### src/rtl/sdh_pkg.sv
package sdh_pkg;
    localparam int OFF_CMD  = 'h00;
    localparam int OFF_ARG  = 'h04;
    localparam int OFF_RSP  = 'h10;
    localparam int OFF_STAT = 'h20;

    localparam int CMD_W    = 16;
    localparam int STAT_W   = 11;

    localparam int B_START  = 15;
    localparam int B_FAIL   = 14;
    localparam int B_NORSP  = 10;
    localparam int B_LONG   = 9;

    localparam int S_TMO    = 6;
    localparam int S_EV_LO  = 8;
    localparam int N_EV     = 3;

    typedef enum logic [1:0] {
        ST_IDLE  = 2'd0,
        ST_ISSUE = 2'd1,
        ST_WAIT  = 2'd2
    } cmd_state_e;
endpackage

### src/rtl/sdh_cmd_fsm.sv
module sdh_cmd_fsm
    import sdh_pkg::*;
(
    input  logic clk,
    input  logic rst_n,
    input  logic start,
    input  logic rsp_valid,
    output logic card_req,
    output logic busy,
    output logic commit
);
    cmd_state_e state_q, state_d;

    always_ff @(posedge clk) begin
        if (!rst_n) state_q <= ST_IDLE;
        else        state_q <= state_d;
    end

    always_comb begin
        state_d  = state_q;
        card_req = 1'b0;
        busy     = 1'b1;
        commit   = 1'b0;
        unique case (state_q)
            ST_IDLE: begin
                busy = 1'b0;
                if (start) state_d = ST_ISSUE;
            end
            ST_ISSUE: begin
                card_req = 1'b1;
                state_d  = ST_WAIT;
            end
            ST_WAIT: begin
                if (rsp_valid) begin
                    commit  = 1'b1;
                    state_d = ST_IDLE;
                end
            end
            default: state_d = ST_IDLE;
        endcase
    end
endmodule

### src/rtl/sdh_rsp_pack.sv
module sdh_rsp_pack #(
    parameter int RSP_WORDS = 4,
    parameter int LEN_W     = 5
) (
    input  logic                      no_rsp,
    input  logic                      long_req,
    input  logic                      rsp_err,
    input  logic [LEN_W-1:0]          rsp_len,
    input  logic [RSP_WORDS*32-1:0]   rsp_data,
    output logic                      fail,
    output logic [RSP_WORDS-1:0][31:0] words
);
    localparam int RSP_BYTES = RSP_WORDS * 4;
    localparam logic [LEN_W-1:0] LEN_SHORT = LEN_W'(4);
    localparam logic [LEN_W-1:0] LEN_LONG  = LEN_W'(RSP_BYTES);

    logic is_short;
    logic len_bad;

    assign is_short = (rsp_len == LEN_SHORT);
    assign len_bad  = (rsp_len == '0) || (is_short && long_req) ||
                      (!is_short && rsp_len != LEN_LONG);
    assign fail     = rsp_err || (!no_rsp && len_bad);

    for (genvar w = 0; w < RSP_WORDS; w++) begin : g_word
        localparam int LB = (RSP_WORDS - 1 - w) * 4;
        logic [31:0] long_w;
        logic [31:0] short_w;
        assign long_w = {rsp_data[8*LB +: 8], rsp_data[8*(LB+1) +: 8],
                         rsp_data[8*(LB+2) +: 8], rsp_data[8*(LB+3) +: 8]};
        if (w == 0) begin : g_first
            assign short_w = {rsp_data[7:0], rsp_data[15:8],
                              rsp_data[23:16], rsp_data[31:24]};
        end else begin : g_rest
            assign short_w = '0;
        end
        assign words[w] = is_short ? short_w : long_w;
    end
endmodule

### src/rtl/sdh_cmd_unit.sv
module sdh_cmd_unit
    import sdh_pkg::*;
#(
    parameter int ADDR_W    = 8,
    parameter int RSP_WORDS = 4,
    parameter int LEN_W     = 5
) (
    input  logic                    clk,
    input  logic                    rst_n,
    input  logic                    wr_en,
    input  logic [ADDR_W-1:0]       addr,
    input  logic [31:0]             wdata,
    output logic [31:0]             rdata,
    input  logic [N_EV-1:0]         ev_set,
    output logic                    irq,
    output logic                    card_req,
    output logic [5:0]              card_idx,
    output logic [31:0]             card_arg,
    input  logic                    card_rsp_valid,
    input  logic [LEN_W-1:0]        card_rsp_len,
    input  logic                    card_rsp_err,
    input  logic [RSP_WORDS*32-1:0] card_rsp_data
);
    localparam logic [ADDR_W-1:0] A_CMD  = ADDR_W'(OFF_CMD);
    localparam logic [ADDR_W-1:0] A_ARG  = ADDR_W'(OFF_ARG);
    localparam logic [ADDR_W-1:0] A_STAT = ADDR_W'(OFF_STAT);

    logic [CMD_W-1:0]              cmd_q;
    logic [31:0]                   arg_q;
    logic [STAT_W-1:0]             stat_q;
    logic [RSP_WORDS-1:0][31:0]    rsp_q;
    logic [RSP_WORDS-1:0][31:0]    packed_w;

    logic busy, commit, start, fail;
    logic wr_cmd, wr_stat;
    logic [STAT_W-1:0] stat_set, stat_clr;

    assign wr_cmd  = wr_en && (addr == A_CMD);
    assign wr_stat = wr_en && (addr == A_STAT);
    assign start   = wr_cmd && !busy && wdata[B_START];

    sdh_cmd_fsm u_fsm (
        .clk       (clk),
        .rst_n     (rst_n),
        .start     (start),
        .rsp_valid (card_rsp_valid),
        .card_req  (card_req),
        .busy      (busy),
        .commit    (commit)
    );

    sdh_rsp_pack #(.RSP_WORDS(RSP_WORDS), .LEN_W(LEN_W)) u_pack (
        .no_rsp   (cmd_q[B_NORSP]),
        .long_req (cmd_q[B_LONG]),
        .rsp_err  (card_rsp_err),
        .rsp_len  (card_rsp_len),
        .rsp_data (card_rsp_data),
        .fail     (fail),
        .words    (packed_w)
    );

    always_ff @(posedge clk) begin
        if (!rst_n) begin
            cmd_q <= '0;
        end else if (wr_cmd && !busy) begin
            cmd_q <= wdata[CMD_W-1:0];
        end else if (commit) begin
            cmd_q[B_START] <= 1'b0;
            if (fail) cmd_q[B_FAIL] <= 1'b1;
        end
    end

    always_ff @(posedge clk) begin
        if (!rst_n)                      arg_q <= '0;
        else if (wr_en && addr == A_ARG) arg_q <= wdata;
    end

    always_ff @(posedge clk) begin
        if (!rst_n)                                   rsp_q <= '0;
        else if (commit && !fail && !cmd_q[B_NORSP])  rsp_q <= packed_w;
    end

    always_comb begin
        stat_set = '0;
        stat_set[S_EV_LO +: N_EV] = ev_set;
        stat_set[S_TMO] = commit && fail;
        stat_clr = wr_stat ? wdata[STAT_W-1:0] : '0;
    end

    always_ff @(posedge clk) begin
        if (!rst_n) stat_q <= '0;
        else        stat_q <= (stat_q & ~stat_clr) | stat_set;
    end

    assign irq      = |stat_q[S_EV_LO +: N_EV];
    assign card_idx = cmd_q[5:0];
    assign card_arg = arg_q;

    always_comb begin
        rdata = '0;
        if (addr == A_CMD)  rdata = 32'(cmd_q);
        if (addr == A_ARG)  rdata = arg_q;
        if (addr == A_STAT) rdata = 32'(stat_q);
        for (int w = 0; w < RSP_WORDS; w++) begin
            if (addr == ADDR_W'(OFF_RSP + 4 * w)) rdata = rsp_q[w];
        end
    end
endmodule

### config.mk
export PLATFORM = sky130hd
export DESIGN_NAME = sdh_cmd_unit
export DESIGN_NICKNAME = d
export VERILOG_FILES = /design/src/rtl/sdh_pkg.sv /design/src/rtl/sdh_cmd_fsm.sv /design/src/rtl/sdh_rsp_pack.sv /design/src/rtl/sdh_cmd_unit.sv
export SDC_FILE = /design/constraint.sdc
export NUM_CORES = 1
export LEC_CHECK = 0
export BUFFER_PORTS_ARGS = -buffer_cell sky130_fd_sc_hd__buf_2
export CAP_MARGIN = 20
export CORE_MARGIN = 1
export CORE_UTILIZATION = 35
export CTS_BUF_LIST = sky130_fd_sc_hd__clkbuf_8
export DETAILED_ROUTE_END_ITERATION = 10
export GPL_ROUTABILITY_DRIVEN = 0
export HOLD_SLACK_MARGIN = 0.15
export PLACE_DENSITY_LB_ADDON = 0.15
export SLEW_MARGIN = 20
export SYNTH_ARGS = -nofsm -noshare
export SYNTH_HDL_FRONTEND = slang
export SYNTH_SLANG_ARGS = --single-unit
### constraint.sdc
create_clock -name clk -period 3.25 [get_ports clk]
set_clock_uncertainty 0.2 [all_clocks]
set_input_delay 0.325 -clock clk [delete_from_list [all_inputs] [get_ports clk]]
set_output_delay 0.325 -clock clk [all_outputs]
set_load 0.02 [all_outputs]
---- Yosys cells after proc, flatten, opt, wreduce, memory -nomap -nowiden ----
Index checks and enable logic that the tools add are counted.
operators by class
  multiplexer cells ....................... 21
  equality and inequality tests ........... 12
  bitwise gates (word level) .............. 3
  reduce and logical (&&, ||, !) cells .... 25
operators with widths
  cell                count
  $mux 32             10
  $eq 8x5->1 const B  4
  $mux 16             1
  $and 11x11->11      1
  $logic_and 1x1->1   11
  $mux 11             1
  $not 11->11         1
  $or 11x11->11       1
  $eq 8x3->1 const B  1
  $eq 8x6->1 const B  1
  $logic_not 8->1     1
  $mux 2              4
  $pmux 2 s3          1
  $eq 5x3->1 const B  1
  $logic_not 5->1     1
  $ne 5x5->1 const B  1
  $mux 1              4
  $ne 2x2->1 const B  2
  $reduce_and 2->1    2
  $reduce_bool 2->1   2
  $logic_not 1->1     3
  $logic_or 1x1->1    3
  $reduce_or 3->1     1
  $eq 2x1->1 const B  1
  2 further kinds     2
storage, ports and cells
  input bits .............................. 181
  word-level logic and storage cells ...... 71
  flip-flop bits (word level) ............. 189
  output and inout bits ................... 72

---- Logic depth before layout (Yosys ltp) ----
Gate-level depths: netlist of the first run.
  word-level depth ........................ 9
  mapped depth ............................ 7
  depth with buffers taken out ............ 4

---- Hierarchy ----
From an unflattened synthesis of the first run, not the netlist that was laid out.
second synthesis, totals
  cells, all modules ...................... 1,230
  area total of the unflattened synthesis .. 10,015.9 µm²
by module, submodules not included
  module        seq. area each (µm²)  area each (µm²)  cells an instance  instances
  sdh_cmd_unit  3,743.6               8,753.4          1,072              1
  sdh_rsp_pack  0.0                   1,178.6          149                1
  sdh_cmd_fsm   40.0                  83.8             9                  1

---- Least setup slack after synthesis of the first run ----
OpenSTA, ideal clock, no wires.
  path type ............................... input -> output
  start point ............................. in addr[2]
  end point ............................... out rdata[0]
  setup slack ............................. 857 ps
  required time ........................... 2,725 ps
  data arrival time ....................... 1,868 ps
  cell stages on the path ................. 5
  path buffers ............................ 1
  cell sequence ........................... buf_6 or4_4 or3_1 a22oi_1 a2bb2oi_1
on the way
  cells in the longest elaborated chain, start to end .. 8
  elaborated cells between the ends (all ways) .. 14
  classes of those cells .................. eq/ne: 6; mux: 7; reduce/logical: 1
ends and longest elaborated chain
  what                  RTL line             text
  start: declaration    sdh_cmd_unit.sv:11   input logic [ADDR_W-1:0] addr,
  $logic_not 8->1       sdh_cmd_unit.sv:101  if (addr == A_CMD) rdata = 32'(cmd_q);
  $mux 16               sdh_cmd_unit.sv:101
  $mux 32               sdh_cmd_unit.sv:102  if (addr == A_ARG) rdata = arg_q;
  $mux 32               sdh_cmd_unit.sv:103  if (addr == A_STAT) rdata = 32'(stat_q);
  $mux 32 (3 in a row)  sdh_cmd_unit.sv:105  if (addr == ADDR_W'(OFF_RSP + 4 * w)) rdata = rsp_q[w];
  $mux 32 (*)           sdh_cmd_unit.sv:105
  end: declaration      sdh_cmd_unit.sv:13   output logic [31:0] rdata,
Mark *: on every way between the ends. The rest lies on a longest branch, timed or not.

---- Worst setup path after layout of the first run ----
  start point ............................. in addr[4]
  end point ............................... out rdata[12]
Same word-level chain as after synthesis.

==> results.yml, run 1 <==
status:
  status: "finished clean"
critical_path:
  r2r-end: "rsp_q[57]$_SDFFE_PN0P_"
  critPathMaxStageDelay_ns: 0.40
  timing.critical_path.cells: "buf_2, nor4b_4, buf_4, nand3_1, o221ai_1, a21boi_0, buf_2"
  startpoint: "addr[4]"
  rr_worst_depth: 5
  slowest_stage: "buf_4"
  rrSetupSlack_ns: 0.90
  r2r-start: "cmd_q[9]$_SDFFE_PN0P_"
  path_class: "input port to output port"
  worst_ep_required_time_ns: 2.72
  startpoint_type: "input port"
  critPathCaptureType: "output port"
  path_max_fanout: 37
  critPathArrivalTime_ns: 2.36
  critPathMostFrequentCell: "buf_2"
detailed_routing:
  wl_per_cell_um: 18.09
  drt_iter0_markers: 882
  ant_nets: 0
  drt-total-wl_um: 32380
  via_per_inst: 5.258
  vias: 9412
  drt_pass1_iterations: 5
  drc: 0
synthesis:
  synth_simple_gate_area_share_pct: 20.30
  yosysTopAreaCell: "dfxtp_1"
  synth_top_family_by_area: "compound AO/OA/AOI/OAI gates"
  synthArstFlopShare_pct: 0
  synth_nets: 1268
  yosys_warnings: 0
  postSynthCellCount: 1087
  synth_fa_ha_area_share_pct: 0
  synth_edf_count: 0
  yosysSeqAreaShare_pct: 42.92
  syn_area_per_cell_um2: 8.109
  synthXorXnorAreaFrac_pct: 0
  synth_compound_area_share_pct: 22.87
  synthFlopType: "dfxtp_1"
  ys_ff_latch: 189
  yosysTopAreaCellShare_pct: 42.92
  synthTopCellsByArea: "dfxtp_1 43%, a21oi_1 8.1%, mux2i_1 7.7%"
  muxShareOfSynthArea_pct: 7.977
  syn_area_um2: 8815
  synth.distinct_cells: 54
layout:
  antenna_cells: 0
  final_util_pct: 51.21
  final_common_cell: "buf_2"
  final_cell_mix: "251 x buf_2, 189 x dfxtp_1, 176 x dlygate4sd3_1"
  area_growth_pct: 42.54
  finish.instance_area_um2: 12560
  final_nets: 1634
  drive_above_1_share_pct: 22.31
timing:
  tightestPinTransition_ns: 0.8181
  drv_slew: 0
  fin_setup_tns_ns: 0
  min_period_ns: 2.886
  clock.fmax_mhz: 346.4
  finalHoldViolCount: 0
  fin_crit_sh_pct: 88.82
  setup_viol: 0
  rsz0062_at_grt: "false"
  relSlewSlack_pct: 45.46
cts:
  cts_root_buffer: "clkbuf_8"
  clk_pin_slew_ns: 0.11
  clk_latency_ns: 0.46
  htreeDepth: 4
  clockBufferDepth: 2
  post_cts_resized: 0
  cts.sinks: 189
  cts_hold_buf: 176
  cts_tree: "yes"
  cts_buffers: 17
  post_cts_buffers: 0
grt:
  grt_util_all_layers_pct: 24.69
  met1_usage_pct: 37.94
  grt_overflow_total: 0
  grt_pass1_wl_um: 49170
  top_usage_layer: "met1"
  grt_use_met2_pct: 34.47
  grt_pass1_vias: 8545
  grt_antenna_before_repair: 0
  grt_max_degree: 86
  grt_util_met3_pct: 4.236
floorplanning:
  io_pins: 253
  row_count: 57
  coreArea_um2: 24530
  start_util_pct: 35.93
  die_y_um: 160.7
  die_area_um2: 25820
  die_x_um: 160.7
power_and_ir_drop:
  p_total_mw: 4.614
  peakVddDrop_mv: 0.2920
  p_per_area_nw_per_um2: 367.2
  p_leak_nw: 5.197
hold_path:
  hp-class: "input port to flip-flop"
  worstHoldStart: "card_rsp_err"
  min_to: "stat_q[6]$_SDFF_PN0_"
  min_path_cells: 4
placement:
  port-buffer-count: 252
  place_area_um2: 10350
  hpwl_um: 21870
job:
  maxCapViolations: 0
-- stage by stage --
| stage | std cells | setup slack [ns] | hold slack [ns] |
|---|---|---|---|
| global route | 1790 | 0.2154 | 0.1719 |
| global placement | 1582 | 0.4830 | 0.2257 |
| finish | 1790 | 0.3635 | 0.1876 |
| CTS | 1790 | 0.4254 | 0.1603 |
| floorplan | 1087 | 0.8567 | 0.2117 |
| detailed placement | 1582 | 0.4407 | 0.2333 |
-- state kept, by name, summed over array words and instances (netlist names) --
register / count
stat_q: 11
cmd_q: 16
card_arg: 32
rsp_q: 128
u_fsm.state_q: 2
-- kinds of logic (layout without fill, tap and decap cells) --
| kind of cell | Yosys count | after routing |
|---|---|---|
| AO/OA/AOI/OAI | 322 | 322 |
| flip-flops | 189 | 189 |
| buffers and inverters | 112 | 491 |
| multiplexers | 69 | 69 |
| AND/OR/NAND/NOR | 395 | 395 |
-- final cells by class --
type / instances / area [µm²]
Clock buffer: 17 / 234.0
Clock inverter: 15 / 221.5
Fill cell: 2380 / 11970
Inverter: 2 / 10.01
Multi-Input combinational cell: 786 / 4554
Sequential cell: 189 / 3784
Tap cell: 324 / 405.4
Timing Repair Buffer: 457 / 3356
-- worst max path at each step --
stage / to / slack, ns
after global placement: rdata[21] / 0.48
after floorplan: rdata[0] / 0.86
final: rdata[12] / 0.36
after detailed placement: rdata[12] / 0.44
after CTS: rdata[12] / 0.43
after global routing: rdata[12] / 0.22
-- cells in the mapped netlist (all sizes together), types with 4 or more instances --
library cell and instances:
dfxtp 189, nand2 173, a21oi 143, nand3 102, nor2 80, mux2i 68, buf 60, clkbuf 50
o21ai 34, a211oi 32, a2bb2oi 24, a22oi 19, a31oi 18, a211o 17, a21boi 9, o22ai 7
nor3b 6, nor2b 5, nor3 5, nor4b 5, o221ai 5, o21a 4, or3 4
-- worst max-delay path: cells and delay by family --
kind,cells,cell delay (ns)
compound gates,2,0.54
buf+inv,3,0.91
simple gates,2,0.58
-- routing by layer --
| layer | routed length [µm] | share of wire (%) |
|---|---|---|
| met1 | 15980 | 49 |
| met2 | 13450 | 42 |
| met3 | 2271 | 7.0 |
| met4 | 678 | 2.1 |
| met5 | 0 | 0 |
-- where the power goes --
| group | switching [mW] | internal, mW |
|---|---|---|
| clock network | 0.972 | 0.808 |
| registers | 0.00342 | 2.32 |
| logic | 0.240 | 0.273 |
| total | 1.22 | 3.40 |
No activity file was read; power rests on OpenSTA's default activity.
==> inputs of run 2 (changes only) <==
Settings changed: BUFFER_PORTS_ARGS -buffer_cell sky130_fd_sc_hd__buf_2 to -buffer_cell sky130_fd_sc_hd__clkbuf_2.
==> run 2 against run 1 <==
Power fell by 1.3%. Hold slack gained 0.066 ns. Sequential cell count unchanged. Core utilization is 0.31 points lower. Via count decreased by 0.50%. Critical path type unchanged. Global-route usage rose by 0.30 points. Non-clock buffer count is 7 lower. Register-to-register slack got worse by 0.02 ns. Combinational power up 0.8%. Critical path depth stayed put.
==> results.yml, run 2 (synthesis gave the netlist of run 1 again) <==
cts:
  cts_tree: "yes"
  clk_latency_ns: 0.47
  cts_root_buffer: "clkbuf_8"
  post_cts_buffers: 0
  cts.sinks: 189
  clockBufferDepth: 2
  htreeDepth: 4
  post_cts_resized: 0
  clk_pin_slew_ns: 0.11
  cts_buffers: 17
  cts_hold_buf: 178
layout:
  area_growth_pct: 41.67
  stdcell_count: 1784
  largest_register_ffs: 128
  final_common_cell: "clkbuf_2"
  drive_above_1_share_pct: 21.80
  final_cell_mix: "251 x clkbuf_2, 189 x dfxtp_1, 178 x dlygate4sd3_1"
  regMostFlops: "rsp_q"
  final_nets: 1627
grt:
  grt_util_all_layers_pct: 24.99
  grt_max_degree: 120
  grt_pass1_wl_um: 50070
  met1_usage_pct: 38.29
  grt_use_met2_pct: 34.83
  grt_util_met3_pct: 4.442
  grt_overflow_total: 0
  top_usage_layer: "met1"
  grt_pass1_vias: 8683
  grt_antenna_before_repair: 1
job:
  maxCapViolations: 0
floorplanning:
  die_area_um2: 25820
  coreArea_um2: 24530
  io_pins: 253
  start_util_pct: 35.93
  die_x_um: 160.7
  row_count: 57
  die_y_um: 160.7
critical_path:
  path_class: "input port to output port"
  path_max_fanout: 38
  critPathCaptureType: "output port"
  r2r-start: "cmd_q[9]$_SDFFE_PN0P_"
  startpoint_type: "input port"
  critPathArrivalTime_ns: 2.36
  rrSetupSlack_ns: 0.88
  r2r-end: "rsp_q[19]$_SDFFE_PN0P_"
  rr_worst_depth: 5
  worst_ep_required_time_ns: 2.72
power_and_ir_drop:
  p_per_area_nw_per_um2: 364.7
  peakVddDrop_mv: 0.2553
  p_leak_nw: 5.121
detailed_routing:
  via_per_inst: 5.249
  wl_per_cell_um: 18.29
  drt_pass1_iterations: 8
  ant_nets: 0
  drt-total-wl_um: 32620
  drt_iter0_markers: 848
  drc: 0
  vias: 9365
timing:
  fin_setup_tns_ns: 0
  drv_slew: 0
  setup_viol: 0
  relSlewSlack_pct: 47.58
  clock.fmax_mhz: 346.1
  tightestPinTransition_ns: 0.7864
  min_period_ns: 2.890
  finalHoldViolCount: 0
  fin_crit_sh_pct: 88.91
  rsz0062_at_grt: "false"
hold_path:
  hp-class: "flip-flop to flip-flop"
  min_to: "rsp_q[81]$_SDFFE_PN0P_"
  worstHoldStart: "rsp_q[81]$_SDFFE_PN0P_"
  min_path_cells: 2
placement:
  port-buffer-count: 252
  dpl.cell_count: 1573
  hpwl_um: 21250
status:
  status: "finished clean"
run 2: where the power goes:
| group | total (mW) | internal [mW] | switching (mW) |
|---|---|---|---|
| registers | 2.32 | 2.32 | 0.00336 |
| clock network | 1.72 | 0.730 | 0.986 |
| logic | 0.517 | 0.273 | 0.245 |
| total | 4.55 | 3.32 | 1.23 |
run 2: layout make-up:
class,count,area [µm²]
Sequential cell,189,3784
Clock buffer,17,234.0
Antenna cell,1,2.502
Timing Repair Buffer,450,3296
Multi-Input combinational cell,786,4554
Inverter,2,10.01
Tap cell,324,405.4
Clock inverter,15,202.7
Fill cell,2367,12050
run 2: per-layer routing:
layer,wire length (µm),up-vias
met1,16230,4303
li1,-,4596
met2,13270,408
met3,2310,58
met4,814,0
met5,0,-
run 2: worst max path at each step:
| stage | slack [ns] | endpoint | startpoint |
|---|---|---|---|
| 3_5_place_dp | 0.44 | rdata[31] | addr[5] |
| 6_report | 0.36 | rdata[17] | addr[5] |
| 3_3_place_gp | 0.47 | rdata[31] | addr[5] |
| 5_1_grt | 0.21 | rdata[17] | addr[5] |
| 2_1_floorplan | 0.86 | rdata[0] | addr[2] |
| 4_1_cts | 0.39 | rdata[31] | addr[5] |
run 2: critical path: stages:
cell and delay (ns):
clkbuf_2 0.24, nor4b_4 0.42, buf_12 0.25, and3_1 0.25, nand2_1 0.39, a2bb2oi_1 0.29
clkbuf_2 0.18
run 2: through the flow:
step                area, µm²  utilization (%)  power, mW  hold slack [ns]  worst slack (ns)
floorplan                8815                -      2.518           0.2117            0.8567
global placement        10270            41.85      2.721           0.2276            0.4726
global route            12490            50.90      4.730           0.2714            0.2130
finish                  12490            50.90      4.555           0.2540            0.3604
detailed placement      10270            41.85      2.719           0.2259            0.4354
CTS                     12490            50.89      4.588           0.2572            0.3928
==> inputs of run 3 (changes only) <==
Settings changed: GPL_TIMING_DRIVEN set to 0.
==> run 3 against run 2 <==
First-iteration DRC count up 8.1%. Die area unchanged. Cell count up 4.8%. Critical path depth unchanged. Combinational power up 2%. Via count up 4.2%. Worst setup slack worse by 0.048 ns. Critical endpoint is now rdata[12]. Largest cell class unchanged. Largest power group unchanged.
==> results.yml, run 3 (synthesis gave the netlist of run 1 again) <==
cts:
  clk_latency_ns: 0.47
  cts_buffers: 17
  cts.sinks: 189
  cts_root_buffer: "clkbuf_8"
  post_cts_resized: 0
  clockBufferDepth: 2
  clk_pin_slew_ns: 0.11
  post_cts_buffers: 0
  htreeDepth: 4
  cts_tree: "yes"
placement:
  hpwl_um: 26670
  pre_cts_ws_ns: 0.3447
  port-buffer-count: 251
  dpl.cell_count: 1662
power_and_ir_drop:
  p_leak_nw: 5.253
  peakVddDrop_mv: 0.1947
  p_per_area_nw_per_um2: 357.7
critical_path:
  startpoint_type: "input port"
  rrSetupSlack_ns: 0.69
  path_max_fanout: 10
  worst_ep_required_time_ns: 2.72
  critPathArrivalTime_ns: 2.41
  critPathCaptureType: "output port"
  path_class: "input port to output port"
layout:
  final_common_cell: "clkbuf_2"
  stdcell_count: 1869
  regMostFlops: "rsp_q"
  final_util_pct: 51.55
  drive_above_1_share_pct: 22.09
  largest_register_ffs: 128
  final_nets: 1712
  num-fill-cells: 2449
  final_cell_mix: "251 x clkbuf_2, 189 x dfxtp_1, 174 x dlygate4sd3_1"
  area_growth_pct: 43.48
status:
  status: "finished clean"
timing:
  relSlewSlack_pct: 39.85
  min_period_ns: 2.938
  tightestPinTransition_ns: 0.9022
  fin_setup_tns_ns: 0
  worst_slack_ns: 0.3121
  fin_crit_sh_pct: 90.40
  setup_viol: 0
  finalHoldViolCount: 0
  clock.fmax_mhz: 340.4
  drv_slew: 0
  holdWs_ns: 0.1955
  rsz0062_at_grt: "false"
detailed_routing:
  via_per_inst: 5.224
  drt_pass1_iterations: 5
  drt_iter0_markers: 917
  ant_nets: 0
  drt-total-wl_um: 35530
  drc: 0
  wl_per_cell_um: 19.01
  vias: 9763
floorplanning:
  die_x_um: 160.7
  die_y_um: 160.7
  die_area_um2: 25820
  io_pins: 253
  row_count: 57
  start_util_pct: 35.93
  coreArea_um2: 24530
grt:
  grt_pass1_vias: 9189
  grt_pass1_wl_um: 53660
  grt_antenna_before_repair: 1
  grt_overflow_total: 0
  grt_util_all_layers_pct: 27.31
  grt_max_degree: 21
job:
  maxCapViolations: 0
hold_path:
  hp-class: "input port to flip-flop"
==> run 3: cell count changes in the layout (fill, tap and decap cells not counted), moves of 2 or more <==
cell           before  now
clkbuf_1            0   50
buf_2               0   37
buf_1               0   11
buf_12              8    0
buf_4              13    9
dlygate4sd3_1     178  174
buf_6               0    3
inv_6               2    5
clkinv_4            3    1
==> run 3: report_power, final <==
group	switching, mW	leakage, nW	internal (mW)	total (mW)
clock network	1.01	0.215	0.666	1.67
logic	0.258	3.52	0.270	0.529
registers	0.00324	1.52	2.32	2.32
total	1.27	5.25	3.25	4.52
==> run 3: per-stage QoR <==
step / cell area [µm²] / total power, mW
CTS: 12640 / 4.543
detailed placement: 10480 / 2.734
global placement: 10480 / 2.735
floorplan: 8815 / 2.518
global route: 12650 / 4.695
finish: 12650 / 4.524
==> run 3: worst max-delay path, cell delays in order <==
cell and delay (ns):
clkbuf_2 0.16, nor4_4 0.46, clkbuf_1 0.42, a22oi_1 0.18
o221ai_1 0.36, a21boi_0 0.28, clkbuf_2 0.22
==> run 3: layout make-up <==
type / count / area, µm² / share of cell area, %
Inverter: 2 / 7.507 / 0.05936
Buffer: 110 / 515.5 / 4.076
Tap cell: 324 / 405.4 / 3.205
Multi-Input combinational cell: 786 / 4508 / 35.65
Clock inverter: 15 / 192.7 / 1.524
Antenna cell: 1 / 2.502 / 0.01979
Timing Repair Buffer: 425 / 2998 / 23.70
Sequential cell: 189 / 3784 / 29.92
Clock buffer: 17 / 234.0 / 1.850
==> run 3: path summary, 6_finish.rpt <==
check                           cells past startpoint              startpoint                     end
worst max-delay path                                7                 addr[4]               rdata[12]
worst min-delay path                                4            card_rsp_err    stat_q[6]$_SDFF_PN0_
worst max register to register                      6   cmd_q[9]$_SDFFE_PN0P_  rsp_q[49]$_SDFFE_PN0P_
worst min register to register                      2  rsp_q[95]$_SDFFE_PN0P_  rsp_q[95]$_SDFFE_PN0P_
==> run 3: per-layer routing <==
metal | GRT usage [%] | share of wire [%] | vias to the layer above
met2 | 42.31 | 45 | 379
met4 | 7.890 | 2.1 | 0
met5 | 0 | 0 | -
li1 | - | - | 4774
met1 | 38.86 | 47 | 4560
met3 | 4.545 | 6.5 | 50
==> run 3: repair_timing <==
action	4_1_cts	5_1_grt
hold buffers	174	0
setup endpoints to repair	0	0
hold endpoints to repair	189	0
